<file path="config.mk">
export PLATFORM = sky130hd
export DESIGN_NAME = pwm_event_qualifier
export DESIGN_NICKNAME = d
export VERILOG_FILES = /design/src/rtl/pwmaq_pkg.sv /design/src/rtl/pwmaq_cfg_regs.sv /design/src/rtl/pwmaq_evt_detect.sv /design/src/rtl/pwmaq_chan_state.sv /design/src/rtl/pwmaq_force_ctl.sv /design/src/rtl/pwm_event_qualifier.sv
export SDC_FILE = /design/constraint.sdc
export NUM_CORES = 1
export LEC_CHECK = 0
export CAP_MARGIN = 20
export CELL_PAD_IN_SITES_DETAIL_PLACEMENT = 1
export CELL_PAD_IN_SITES_GLOBAL_PLACEMENT = 1
export CORE_MARGIN = 3
export CORE_UTILIZATION = 47
export DETAILED_ROUTE_END_ITERATION = 16
export PLACE_DENSITY_LB_ADDON = 0.3
export REMOVE_ABC_BUFFERS = 1
export SLEW_MARGIN = 5
export SYNTH_ARGS = -nofsm -noshare
export SYNTH_HDL_FRONTEND = slang
export SYNTH_SLANG_ARGS = --single-unit
</file>
<file path="constraint.sdc">
create_clock -name clk -period 4.3 [get_ports clk]
set_input_delay 0.86 -clock clk [delete_from_list [all_inputs] [get_ports clk]]
set_output_delay 0.86 -clock clk [all_outputs]
set_load 0.03 [all_outputs]
</file>
<file path="src/rtl/pwmaq_pkg.sv">
package pwmaq_pkg;

  typedef enum logic [1:0] {
    ACT_KEEP   = 2'b00,
    ACT_LOW    = 2'b01,
    ACT_HIGH   = 2'b10,
    ACT_INVERT = 2'b11
  } act_e;

  typedef enum logic [1:0] {
    RLD_AT_ZERO   = 2'b00,
    RLD_AT_PERIOD = 2'b01,
    RLD_AT_EITHER = 2'b10,
    RLD_EVERY     = 2'b11
  } rld_e;

  localparam int NUM_OUT   = 2;
  localparam int FRC_FLD_W = 2;
  localparam int FRC_W     = NUM_OUT * FRC_FLD_W;

  // action word field offsets (decoded by the channel state logic)
  localparam int FLD_ZERO  = 0;
  localparam int FLD_PRD   = 2;
  localparam int FLD_CMPA  = 4;
  localparam int FLD_CMPB  = 8;

  // configuration addresses
  localparam logic [2:0] ADR_CMPA  = 3'd0;
  localparam logic [2:0] ADR_CMPB  = 3'd1;
  localparam logic [2:0] ADR_ACTA  = 3'd2;
  localparam logic [2:0] ADR_ACTB  = 3'd3;
  localparam logic [2:0] ADR_FRC   = 3'd4;
  localparam logic [2:0] ADR_RLD   = 3'd5;

  typedef struct packed {
    logic cmp_b;
    logic cmp_a;
    logic period;
    logic zero;
  } evt_t;

  function automatic logic apply_act(input logic [1:0] code, input logic cur);
    case (code)
      ACT_LOW:    apply_act = 1'b0;
      ACT_HIGH:   apply_act = 1'b1;
      ACT_INVERT: apply_act = ~cur;
      default:    apply_act = cur;
    endcase
  endfunction

endpackage

</file>
<file path="src/rtl/pwmaq_cfg_regs.sv">
module pwmaq_cfg_regs
  import pwmaq_pkg::*;
#(
  parameter int CNT_W  = 16,
  parameter int ACT_W  = 16,
  parameter int ADDR_W = 3,
  parameter int DATA_W = 16
) (
  input  logic                          clk,
  input  logic                          rst_n,
  input  logic                          wr,
  input  logic [ADDR_W-1:0]             addr,
  input  logic [DATA_W-1:0]             wdata,
  output logic [CNT_W-1:0]              cmp_a,
  output logic [CNT_W-1:0]              cmp_b,
  output logic [NUM_OUT-1:0][ACT_W-1:0] act,
  output logic [FRC_W-1:0]              frc_stage,
  output logic [1:0]                    rld_sel
);

  localparam int CW = (CNT_W < DATA_W) ? CNT_W : DATA_W;
  localparam int AW = (ACT_W < DATA_W) ? ACT_W : DATA_W;

  logic [CNT_W-1:0]              cmp_a_d, cmp_b_d;
  logic [NUM_OUT-1:0][ACT_W-1:0] act_d;
  logic [FRC_W-1:0]              frc_d;
  logic [1:0]                    rld_d;

  always_comb begin
    cmp_a_d = cmp_a;
    cmp_b_d = cmp_b;
    act_d   = act;
    frc_d   = frc_stage;
    rld_d   = rld_sel;
    if (wr) begin
      case (3'(addr))
        ADR_CMPA: begin
          cmp_a_d        = '0;
          cmp_a_d[CW-1:0] = wdata[CW-1:0];
        end
        ADR_CMPB: begin
          cmp_b_d        = '0;
          cmp_b_d[CW-1:0] = wdata[CW-1:0];
        end
        ADR_ACTA: begin
          act_d[0]         = '0;
          act_d[0][AW-1:0] = wdata[AW-1:0];
        end
        ADR_ACTB: begin
          act_d[1]         = '0;
          act_d[1][AW-1:0] = wdata[AW-1:0];
        end
        ADR_FRC:  frc_d = wdata[FRC_W-1:0];
        ADR_RLD:  rld_d = wdata[1:0];
        default:  ;
      endcase
    end
  end

  always_ff @(posedge clk or negedge rst_n) begin
    if (!rst_n) begin
      cmp_a     <= '0;
      cmp_b     <= '0;
      act       <= '0;
      frc_stage <= '0;
      rld_sel   <= '0;
    end else if (wr) begin
      cmp_a     <= cmp_a_d;
      cmp_b     <= cmp_b_d;
      act       <= act_d;
      frc_stage <= frc_d;
      rld_sel   <= rld_d;
    end
  end

endmodule

</file>
<file path="src/rtl/pwmaq_evt_detect.sv">
module pwmaq_evt_detect
  import pwmaq_pkg::*;
#(
  parameter int CNT_W = 16
) (
  input  logic             tick,
  input  logic [CNT_W-1:0] cnt,
  input  logic             cnt_up,
  input  logic             zero_hit,
  input  logic             period_hit,
  input  logic [CNT_W-1:0] cmp_a,
  input  logic [CNT_W-1:0] cmp_b,
  output evt_t             evt
);

  always_comb begin
    evt.zero   = tick & zero_hit;
    evt.period = tick & period_hit;
    evt.cmp_a  = tick & cnt_up & (cnt == cmp_a);
    evt.cmp_b  = tick & cnt_up & (cnt == cmp_b);
  end

endmodule

</file>
<file path="src/rtl/pwmaq_chan_state.sv">
module pwmaq_chan_state
  import pwmaq_pkg::*;
#(
  parameter int ACT_W = 16
) (
  input  logic             clk,
  input  logic             rst_n,
  input  logic             tick,
  input  evt_t             evt,
  input  logic [ACT_W-1:0] act,
  output logic             lvl
);

  localparam int NUM_EVT = 4;

  logic [NUM_EVT-1:0]      hit;
  logic [NUM_EVT-1:0][1:0] code;
  logic                    lvl_d;

  // index order is priority order: higher index wins
  assign hit  = {evt.cmp_b, evt.cmp_a, evt.period, evt.zero};
  assign code = {act[FLD_CMPB +: 2], act[FLD_CMPA +: 2],
                 act[FLD_PRD  +: 2], act[FLD_ZERO +: 2]};

  always_comb begin
    logic [1:0] win;
    win = ACT_KEEP;
    for (int i = 0; i < NUM_EVT; i++) begin
      if (hit[i] && (code[i] != ACT_KEEP)) win = code[i];
    end
    lvl_d = apply_act(win, lvl);
  end

  always_ff @(posedge clk or negedge rst_n) begin
    if (!rst_n)    lvl <= 1'b0;
    else if (tick) lvl <= lvl_d;
  end

endmodule

</file>
<file path="src/rtl/pwmaq_force_ctl.sv">
module pwmaq_force_ctl
  import pwmaq_pkg::*;
(
  input  logic             clk,
  input  logic             rst_n,
  input  logic             tick,
  input  logic             zero_hit,
  input  logic             period_hit,
  input  logic [1:0]       rld_sel,
  input  logic [FRC_W-1:0] frc_stage,
  output logic [FRC_W-1:0] frc_live
);

  logic load;

  always_comb begin
    case (rld_e'(rld_sel))
      RLD_AT_ZERO:   load = zero_hit;
      RLD_AT_PERIOD: load = period_hit;
      RLD_AT_EITHER: load = zero_hit | period_hit;
      default:       load = 1'b1;
    endcase
    load = load & tick;
  end

  always_ff @(posedge clk or negedge rst_n) begin
    if (!rst_n)    frc_live <= '0;
    else if (load) frc_live <= frc_stage;
  end

endmodule

</file>
<file path="src/rtl/pwm_event_qualifier.sv">
module pwm_event_qualifier
  import pwmaq_pkg::*;
#(
  parameter int CNT_W  = 16,
  parameter int ACT_W  = 16,
  parameter int ADDR_W = 3,
  parameter int DATA_W = 16
) (
  input  logic              clk,
  input  logic              rst_n,
  input  logic              tick,
  input  logic [CNT_W-1:0]  cnt,
  input  logic              cnt_up,
  input  logic              zero_hit,
  input  logic              period_hit,
  input  logic              cfg_wr,
  input  logic [ADDR_W-1:0] cfg_addr,
  input  logic [DATA_W-1:0] cfg_wdata,
  output logic              out_a,
  output logic              out_b
);

  logic [CNT_W-1:0]              cmp_a_q, cmp_b_q;
  logic [NUM_OUT-1:0][ACT_W-1:0] act_q;
  logic [FRC_W-1:0]              shadow_q, force_q;
  logic [1:0]                    rld_q;
  evt_t                          evt;
  logic [NUM_OUT-1:0]            chan_lvl;
  logic [NUM_OUT-1:0]            pin_lvl;

  pwmaq_cfg_regs #(
    .CNT_W(CNT_W), .ACT_W(ACT_W), .ADDR_W(ADDR_W), .DATA_W(DATA_W)
  ) u_cfg (
    .clk(clk), .rst_n(rst_n), .wr(cfg_wr), .addr(cfg_addr), .wdata(cfg_wdata),
    .cmp_a(cmp_a_q), .cmp_b(cmp_b_q), .act(act_q),
    .frc_stage(shadow_q), .rld_sel(rld_q)
  );

  pwmaq_evt_detect #(.CNT_W(CNT_W)) u_evt (
    .tick(tick), .cnt(cnt), .cnt_up(cnt_up), .zero_hit(zero_hit),
    .period_hit(period_hit), .cmp_a(cmp_a_q), .cmp_b(cmp_b_q), .evt(evt)
  );

  pwmaq_force_ctl u_frc (
    .clk(clk), .rst_n(rst_n), .tick(tick), .zero_hit(zero_hit),
    .period_hit(period_hit), .rld_sel(rld_q), .frc_stage(shadow_q),
    .frc_live(force_q)
  );

  for (genvar g = 0; g < NUM_OUT; g++) begin : g_chan
    pwmaq_chan_state #(.ACT_W(ACT_W)) u_state (
      .clk(clk), .rst_n(rst_n), .tick(tick), .evt(evt),
      .act(act_q[g]), .lvl(chan_lvl[g])
    );

    always_comb begin
      case (act_e'(force_q[g*FRC_FLD_W +: FRC_FLD_W]))
        ACT_LOW:  pin_lvl[g] = 1'b0;
        ACT_HIGH: pin_lvl[g] = 1'b1;
        default:  pin_lvl[g] = chan_lvl[g];
      endcase
    end
  end

  assign out_a = pin_lvl[0];
  assign out_b = pin_lvl[1];

endmodule

</file>
==> impl_metrics.toml, run 1 <==
[outcome]
status = "finished, final reports clean"

[routing]
vias = 1957
wl_per_cell_um = 21.1
viasPerCell = 5.66
first_iter_violations = 92
postRouteAntennaNets = 0
wirelength_um = 7310
drc = 0
first_pass_iters = 4

[yosys]
syn_area_per_cell_um2 = 13.4
synth_area_leaders = "dfrtp_1 (52%), mux2_2 (23%), xor2_1 (9.7%)"
yosysSeqAreaShare_pct = 51.8
ys.warnings.count = 0
syn_inst = 216
ys_ff_latch = 60
ys_types = 31
synth_top_area_cell = "dfrtp_1"
synth_top_area_share_pct = 51.8
syn-cell-area_mm2 = 0.00290

[place]
dp_hpwl_um = 4800
place.port_buffers = 43
gp_congestion = 0.717
place_ws_ps = 1360

[cts]
post_cts_buffers = 0
post_cts_resized = 0
ctsHtreeMaxLevel = 3
ctsLongestPathBuffers = 2
ctsRootBufferMaster = "clkbuf_8"
cts_tree = "yes"
numClockSinks = 60
ctsHoldBuffers = 0
cts_made_buffers = 9
worstSkewPairLatency_ps = 340
clk_pin_slew_worst_paths_ps = 70

[cells_and_area]
area_growth_pct = 27.1
diodes = 0
drive_gt1_share_pct = 32.1
nets = 313

[grt]
grt_max_degree = 36
antenna_found_initial = 0
grt_pass1_wl_um = 12100
grt_usage_pct = 22.1
gr-total-overflow = 0
first_global_vias = 2294

[pwr]
leakage_nw = 1.55
irDropWorstVdd_v = 0.000266
power_density_mw_per_mm2 = 520

[hold_path]
hold_path.class = "flop to flop"
hold_depth = 1

[sta]
period_share_pct = 65.4
setup_viol = 0
fin_crit_ps = 2810
slew_headroom_pct = 49.9
fin_ws_ps = 1490
tightest_slew_ps = 740
final.setup.tns_ps = 0
slew_viol_final = 0
fmax_mhz = 356
finalHoldViolations = 0
rsz0062_at_grt = "false"
skew_ps = 5.93

[critical_path]
worst_path_largest_cell_delay_ps = 600
r2r_cells = 6
crit_fanout = 2
endpoint_kind = "primary output"
slowest_stage = "clkdlybuf4s50_1"
cp.arrival_ps = 1950
cp-start-kind = "flop"
required_ps = 3440
worstSetupPathType = "flop to primary output"
cp_cell_sequence = "ha_1 > mux2_2 > clkdlybuf4s50_1"

[floorplanning]
start_util_pct = 50.5
chipWidth_um = 84.5
die_h_um = 84.5
num_rows = 27
fp.coreArea_mm2 = 0.00574
io_pins = 44
dieArea_mm2 = 0.00715

[job]
drv_cap = 0
cells in the final DEF (no fill, tap or decap), types with 2 or more instances in the layout:
cell type	n
a21oi_1	2
a2bb2oi_1	2
buf_4	3
bufinv_16	4
clkbuf_1	2
clkbuf_8	10
clkdlybuf4s50_1	42
dfrtp_1	60
ha_1	2
inv_1	3
mux2_2	60
mux2i_1	2
nand2_1	10
nand3_1	4
nand4_2	2
nand4b_1	2
nor2_1	2
nor3_1	2
nor3_2	2
nor4_1	3
nor4_2	3
o21ai_0	2
o21ai_1	2
o22a_2	2
o22ai_1	2
o2bb2ai_1	2
o31a_1	2
o31ai_1	2
xor2_1	32
metal layers:
| metal | wire length [µm] | share of wire (%) | global-route usage, % |
|---|---|---|---|
| met3 | 276 | 3.8 | 5.40 |
| met4 | 93 | 1.3 | 6.76 |
| met2 | 3740 | 51 | 38.0 |
| met1 | 3200 | 44 | 27.5 |
| met5 | 0 | 0 | 0 |
logic make-up (layout without fill, tap and decap cells):
logic type,after synthesis,after routing,synth area share [%]
AND/OR/NAND/NOR,33,33,7.60
flip-flops,60,60,51.8
buffers and inverters,7,65,0.993
adder cells (fa/ha/maj),2,2,0.863
XOR/XNOR,32,32,9.67
AO/OA/AOI/OAI,20,20,5.09
multiplexers,62,62,24.0
flip-flops by register name, summed over array words and instances (netlist names):
register            count
u_cfg.rld_sel           2
u_cfg.act              16
u_cfg.cmp_a            16
u_frc.frc_live          4
u_cfg.cmp_b            16
g_chan.u_state.lvl      2
u_cfg.frc_stage         4
power breakdown:
group          total, W  switching [W]  internal (W)
sequential     0.000793      0.0000927      0.000700
clock          0.000691       0.000230      0.000461
combinational  0.000433       0.000196      0.000237
worst paths after layout:
path,start,endpoint,slack (ps)
setup / recovery,u_frc.frc_live[3],out_b,1490
hold / removal,g_chan[0].u_state.lvl,g_chan[0].u_state.lvl,510
setup reg to reg,u_cfg.cmp_b[9],g_chan[1].u_state.lvl,2270
hold reg to reg,g_chan[0].u_state.lvl,g_chan[0].u_state.lvl,510
max in group asynchronous,rst_n,u_cfg.cmp_a[9],2900
min in group asynchronous,rst_n,u_cfg.frc_stage[1],530
worst max-delay path, delay by kind of cell, from the launching register on:
family | cells | cell delay [ps]
buf+inv | 1 | 600
flops | 1 | 390
mux | 1 | 330
fa+ha+maj | 1 | 290
layout make-up:
cell class                      count  area [µm²]
Fill cell                         563        2060
Sequential cell                    60        1500
Multi-Input combinational cell    149        1370
Timing Repair Buffer               46         448
Clock buffer                       12         145
Clock inverter                      4         120
Tap cell                           72        90.1
Inverter                            3        11.3
through the flow:
stage               area (µm²)  utilization [%]  cells  hold WS (ps)  total power [W]
finish                    3680             64.2    346           506          0.00192
CTS                       3680             64.2    346           508          0.00193
floorplan                 2880                -    212           446          0.00106
detailed placement        3420             59.5    330           494          0.00122
global placement          3420             59.5    330           487          0.00120
global route              3680             64.2    346           526          0.00201
synthesized netlist by cell type, drive strengths merged:
cell type,n
ha,2
dfrtp,60
nor2,2
o31a,2
mux2i,2
nand2b,1
o31ai,2
buf,2
nor3b,2
o21ai,4
o311ai,1
nor4,6
a2bb2oi,2
a211o,1
nand2,10
nand4b,2
o22a,2
inv,3
nor3,4
mux2,60
nand3,4
xor2,32
o2bb2ai,2
a21oi,2
clkbuf,2
nand4,2
o22ai,2
Power figures use the tool's default switching activity.
==> run 2: changes to the inputs <==
--- a/config.mk
+++ b/config.mk
@@ -9,7 +9,7 @@
 export CELL_PAD_IN_SITES_DETAIL_PLACEMENT = 1
 export CELL_PAD_IN_SITES_GLOBAL_PLACEMENT = 1
 export CORE_MARGIN = 3
-export CORE_UTILIZATION = 47
+export CORE_UTILIZATION = 39
 export DETAILED_ROUTE_END_ITERATION = 16
 export PLACE_DENSITY_LB_ADDON = 0.3
 export REMOVE_ABC_BUFFERS = 1
==> constraint.sdc (replaced) <==
create_clock -name clk -period 2.3 [get_ports clk]
set_input_delay 0.46 -clock clk [delete_from_list [all_inputs] [get_ports clk]]
set_output_delay 0.46 -clock clk [all_outputs]
set_load 0.03 [all_outputs]
==> run 2 against run 1 <==
Against the previous run: routed wire length shrank 7.0%; clock skew grew 6.0 ps; sequential share of layout area shrank 1.3 points; flip-flop and latch count is the same; final cell count grew 12%; critical path depth is the same; die area grew 19%; register-to-register slack lost 1900 ps; via count grew 1.4%; utilization shrank 9.7 points; design area grew 3.2%; critical endpoint is now out_a; highest routed layer unchanged.
==> impl_metrics.toml, run 2 (synthesized netlist as in run 1, its figures left out) <==
[outcome]
status = "finished, final reports clean"

[pwr]
leakage_nw = 1.62
internal-power_w = 0.00239
pwr-share-comb_pct = 24.2
seqPwrFrac_pct = 44.4
p_sw_share_pct = 28.1
power.switching_w = 0.000932
p_clk_share_pct = 31.4
irDropWorstVdd_v = 0.000487
power_density_mw_per_mm2 = 874

[routing]
wirelength_um = 6800
first_pass_iters = 4
wl_per_cell_um = 17.6
first_iter_violations = 78
viasPerCell = 5.14
drc = 0
postRouteAntennaNets = 0
vias = 1985

[cells_and_area]
diodes = 0
layout_common_cells = "mux2_2 (60), dfrtp_1 (60), clkdlybuf4s50_1 (40), xor2_1 (32), buf_4 (18)"
top_regs = "u_cfg.act: 16 flops, u_cfg.cmp_a: 16 flops, u_cfg.cmp_b: 16 flops"
area_growth_pct = 31.2
final_util_pct = 54.5
nets = 329
drive_gt1_share_pct = 36.6

[critical_path]
worst-path-buf-inv = 1
cp_cell_sequence = "ha_1 > mux2_2 > dlygate4sd2_1"
worstSetupPathType = "flop to primary output"
cp.arrival_ps = 1670
worst_path_largest_cell_delay_ps = 390
critPathTopFamily = "flip-flops"
required_ps = 1840
slowest_stage = "dfrtp_1"
crit_fanout = 2
endpoint_kind = "primary output"
cp-start-kind = "flop"

[floorplanning]
fp.coreArea_mm2 = 0.00698
chipWidth_um = 92.2
io_pins = 44
die_h_um = 92.2
num_rows = 30
dieArea_mm2 = 0.00850
start_util_pct = 41.5

[grt]
antenna_found_initial = 0
grt_pass1_wl_um = 11200
grt_usage_pct = 17.4
gr-total-overflow = 0
grt_max_degree = 36
first_global_vias = 2171

[hold_path]
hold_path.class = "input pin to asynchronous set/reset pin"

[job]
drv_cap = 0

[sta]
rsz0062_at_grt = "false"
skew_ps = 11.9
final.setup.tns_ps = 0
slew_headroom_pct = 52.8
fin_crit_ps = 2130
tightest_slew_ps = 698
setup_viol = 0
finalHoldViolations = 0
period_share_pct = 92.6
slew_viol_final = 0
fmax_mhz = 469

[cts]
ctsHtreeMaxLevel = 3
numClockSinks = 60
post_cts_buffers = 0
worstSkewPairLatency_ps = 340
cts_made_buffers = 9
cts_tree = "yes"
ctsLongestPathBuffers = 2
ctsHoldBuffers = 0
ctsRootBufferMaster = "clkbuf_8"
clk_pin_slew_worst_paths_ps = 70

[place]
place.port_buffers = 43
gp_congestion = 0.835
dp_hpwl_um = 5290
==> run 2: cell count changes in the layout (fill, tap and decap cells not counted), moves of 2 or more <==
cell,change
bufinv_16,-2
buf_4,+15
clkinv_2,+3
dlygate4sd2_1,+2
clkdlybuf4s50_1,-2
==> run 2: worst reg2reg max path, stage by stage, from the launching register on <==
cell and delay (ps):
dfrtp_1 390, xor2_1 190, nor4_2 310, buf_4 180
nand4_2 200, o22a_2 290, a21oi_1 170, mux2i_1 90
==> run 2: power by group through the flow <==
stage	Sequential, W	Clock, W	Combinational [W]
floorplan	0.00144	0	0.000533
global placement	0.00148	0	0.000797
detailed placement	0.00150	0	0.000828
CTS	0.00148	0.00107	0.000813
global route	0.00151	0.00111	0.000885
finish	0.00147	0.00104	0.000803
==> run 2: per-stage QoR <==
stage | setup WS [ps] | power (W) | instance area (µm²) | instances | hold WS, ps
2_1_floorplan | 472 | 0.00197 | 2880 | 212 | 164
3_3_place_gp | -37.3 | 0.00228 | 3580 | 370 | 487
3_5_place_dp | -175 | 0.00233 | 3580 | 370 | 493
4_1_cts | 148 | 0.00336 | 3800 | 386 | 142
5_1_grt | 32.7 | 0.00351 | 3800 | 386 | 159
6_report | 170 | 0.00332 | 3800 | 386 | 130
==> run 2: area by class of cell <==
| cell class | count | area, µm² |
|---|---|---|
| timing repair buffer | 62 | 578 |
| inverter | 3 | 11.3 |
| tap | 96 | 120 |
| multi-input combinational | 149 | 1380 |
| clock inverter | 5 | 75.1 |
| clock buffer | 11 | 141 |
| fill | 725 | 3180 |
| sequential | 60 | 1500 |
==> run 2: final timing paths <==
kind / from / to / slack [ps] / cells after the start
worst max register to register: u_cfg.cmp_a[11] / g_chan[1].u_state.lvl / 370 / 7
max in group asynchronous: rst_n / u_cfg.act[0] / 1570 / 2
worst max-delay path: u_frc.frc_live[1] / out_a / 170 / 3
worst min-delay path: rst_n / u_cfg.cmp_b[12] / 130 / 1
worst min register to register: g_chan[1].u_state.lvl / g_chan[1].u_state.lvl / 500 / 1
min in group clk: g_chan[1].u_state.lvl / g_chan[1].u_state.lvl / 500 / 1
==> run 2: metal layers <==
layer	part of all wire (%)	vias to the layer above	track usage [%]	wire length (µm)
met5	0	-	0	0
met4	1.5	0	5.57	99
met3	4.1	10	5.09	276
met2	50	41	29.2	3380
met1	45	1008	21.4	3040
li1	-	926	-	-
==> run 2: timing repair <==
action,CTS,global route
setup endpoints to repair,2,1
gates resized for setup,2,1
pin swaps,0,0
endpoints found under the hold margin,0,0
==> run 3: changes to the inputs <==
--- a/config.mk
+++ b/config.mk
@@ -8,6 +8,7 @@
 export CAP_MARGIN = 20
 export CELL_PAD_IN_SITES_DETAIL_PLACEMENT = 1
 export CELL_PAD_IN_SITES_GLOBAL_PLACEMENT = 1
+export CORE_ASPECT_RATIO = 1.1
 export CORE_MARGIN = 3
 export CORE_UTILIZATION = 39
 export DETAILED_ROUTE_END_ITERATION = 16
==> run 3 against run 2 <==
Against the previous run: sequential share of layout area is 0.82 points higher; routed wire length fell by 1.3%; design area fell by 2.0%; critical path type unchanged; highest routed layer unchanged.
==> impl_metrics.toml, run 3 (synthesized netlist as in run 1, its figures left out) <==
[outcome]
status = "finished, final reports clean"

[cells_and_area]
drive_gt1_share_pct = 35.0
top_regs = "u_cfg.act: 16 flops, u_cfg.cmp_a: 16 flops, u_cfg.cmp_b: 16 flops"
layout_common_cells = "mux2_2 (60), dfrtp_1 (60), clkdlybuf4s50_1 (40), xor2_1 (32), buf_4 (14)"
final_area_mm2 = 0.00372
nets = 326
diodes = 0
area_growth_pct = 28.5
finalNonFillerCells = 371

[routing]
drc = 0
wl_per_cell_um = 18.1
vias = 1982
top_layer = "met4"
postRouteAntennaNets = 0
dr_wl_met3_um = 216
wl_met1_um = 2860
wl_met2_um = 3530
first_iter_violations = 68
wirelength_um = 6710
first_pass_iters = 4
viasPerCell = 5.34

[sta]
slew_headroom_pct = 61.5
setup_viol = 0
finalHoldViolations = 0
fin_crit_ps = 2130
tightest_slew_ps = 578
period_share_pct = 92.5
skew_ps = 5.07
rsz0062_at_grt = "false"
slew_viol_final = 0
final.setup.tns_ps = 0
holdWs_ps = 121
fmax_mhz = 470

[cts]
clk_pin_slew_worst_paths_ps = 60
ctsHtreeMaxLevel = 3
post_cts_buffers = 0
ctsLongestPathBuffers = 2
worstSkewPairLatency_ps = 330
cts_made_buffers = 9
ctsRootBufferMaster = "clkbuf_8"
numClockSinks = 60
ctsHoldBuffers = 0
cts_tree = "yes"

[pwr]
irDropWorstVdd_v = 0.000380
p_total_w = 0.00310
leakage_nw = 1.58
power_density_mw_per_mm2 = 831

[critical_path]
worstSetupPathType = "flop to primary output"
required_ps = 1840
r2r_cells = 6
cp.arrival_ps = 1670
endpoint_kind = "primary output"
crit_fanout = 2
cp-start-kind = "flop"

[job]
drv_cap = 0

[grt]
antenna_found_initial = 0
grt_max_degree = 28
gr-total-overflow = 0
first_global_vias = 2162
grt_usage_pct = 17.4
grt_pass1_wl_um = 10800

[floorplanning]
start_util_pct = 40.7
dieArea_mm2 = 0.00851
die_h_um = 96.4
chipWidth_um = 88.2
num_rows = 32
io_pins = 44
fp.coreArea_mm2 = 0.00713

[place]
gp_congestion = 0.837
place_area_mm2 = 0.00356
place.port_buffers = 43
placed_cells = 356
dp_hpwl_um = 5200

[hold_path]
hold_path.class = "input pin to asynchronous set/reset pin"
run 3: layout make-up:
| type | instances | area, µm² |
|---|---|---|
| repair buffers | 59 | 568 |
| multi-input cells | 149 | 1370 |
| well taps | 85 | 106 |
| flip-flops and latches | 60 | 1500 |
| inverters | 3 | 11.3 |
| fillers | 747 | 3400 |
| clock buffers | 13 | 159 |
| clock inverters | 2 | 10.0 |
run 3: metrics by stage:
stage	util, %	setup slack, ps
floorplan	-	472
global placement	49.9	-66.1
detailed placement	49.9	-148
CTS	52.3	139
global route	52.3	0.0733
finish	52.3	172
run 3: timing repair:
action                                  4_1_cts  5_1_grt
endpoints found under the setup margin        2        0
resized for setup                             2        0
endpoints found under the hold margin         0        0
run 3: path summary, 6_finish.rpt:
check | to | slack [ps] | start
hold reg to reg | u_frc.frc_live[2] | 500 | u_frc.frc_live[2]
min in group clk | u_frc.frc_live[2] | 500 | u_frc.frc_live[2]
setup reg to reg | g_chan[0].u_state.lvl | 400 | u_cfg.cmp_a[15]
setup / recovery | out_b | 170 | u_frc.frc_live[3]
hold / removal | u_frc.frc_live[1] | 120 | rst_n
max in group asynchronous | u_cfg.act[25] | 1590 | rst_n
run 3: worst max-delay path, stage by stage, from the launching register on:
cell	delay, ps
dfrtp_1	380
ha_1	280
mux2_2	320
dlygate4sd2_1	350
run 3: power by group:
part	leakage, nW	switching [W]	internal [W]	total [W]
combinational	0.773	0.000345	0.000441	0.000787
sequential	0.720	0.000167	0.00131	0.00148
clock	0.0893	0.000391	0.000441	0.000832
run 3: routing by layer:
metal  GRT usage, %  vias to the layer above
met5              0                        -
met4           6.80                        0
met3           3.14                        9
met2           30.8                       34
met1           20.9                     1022
li1               -                      917
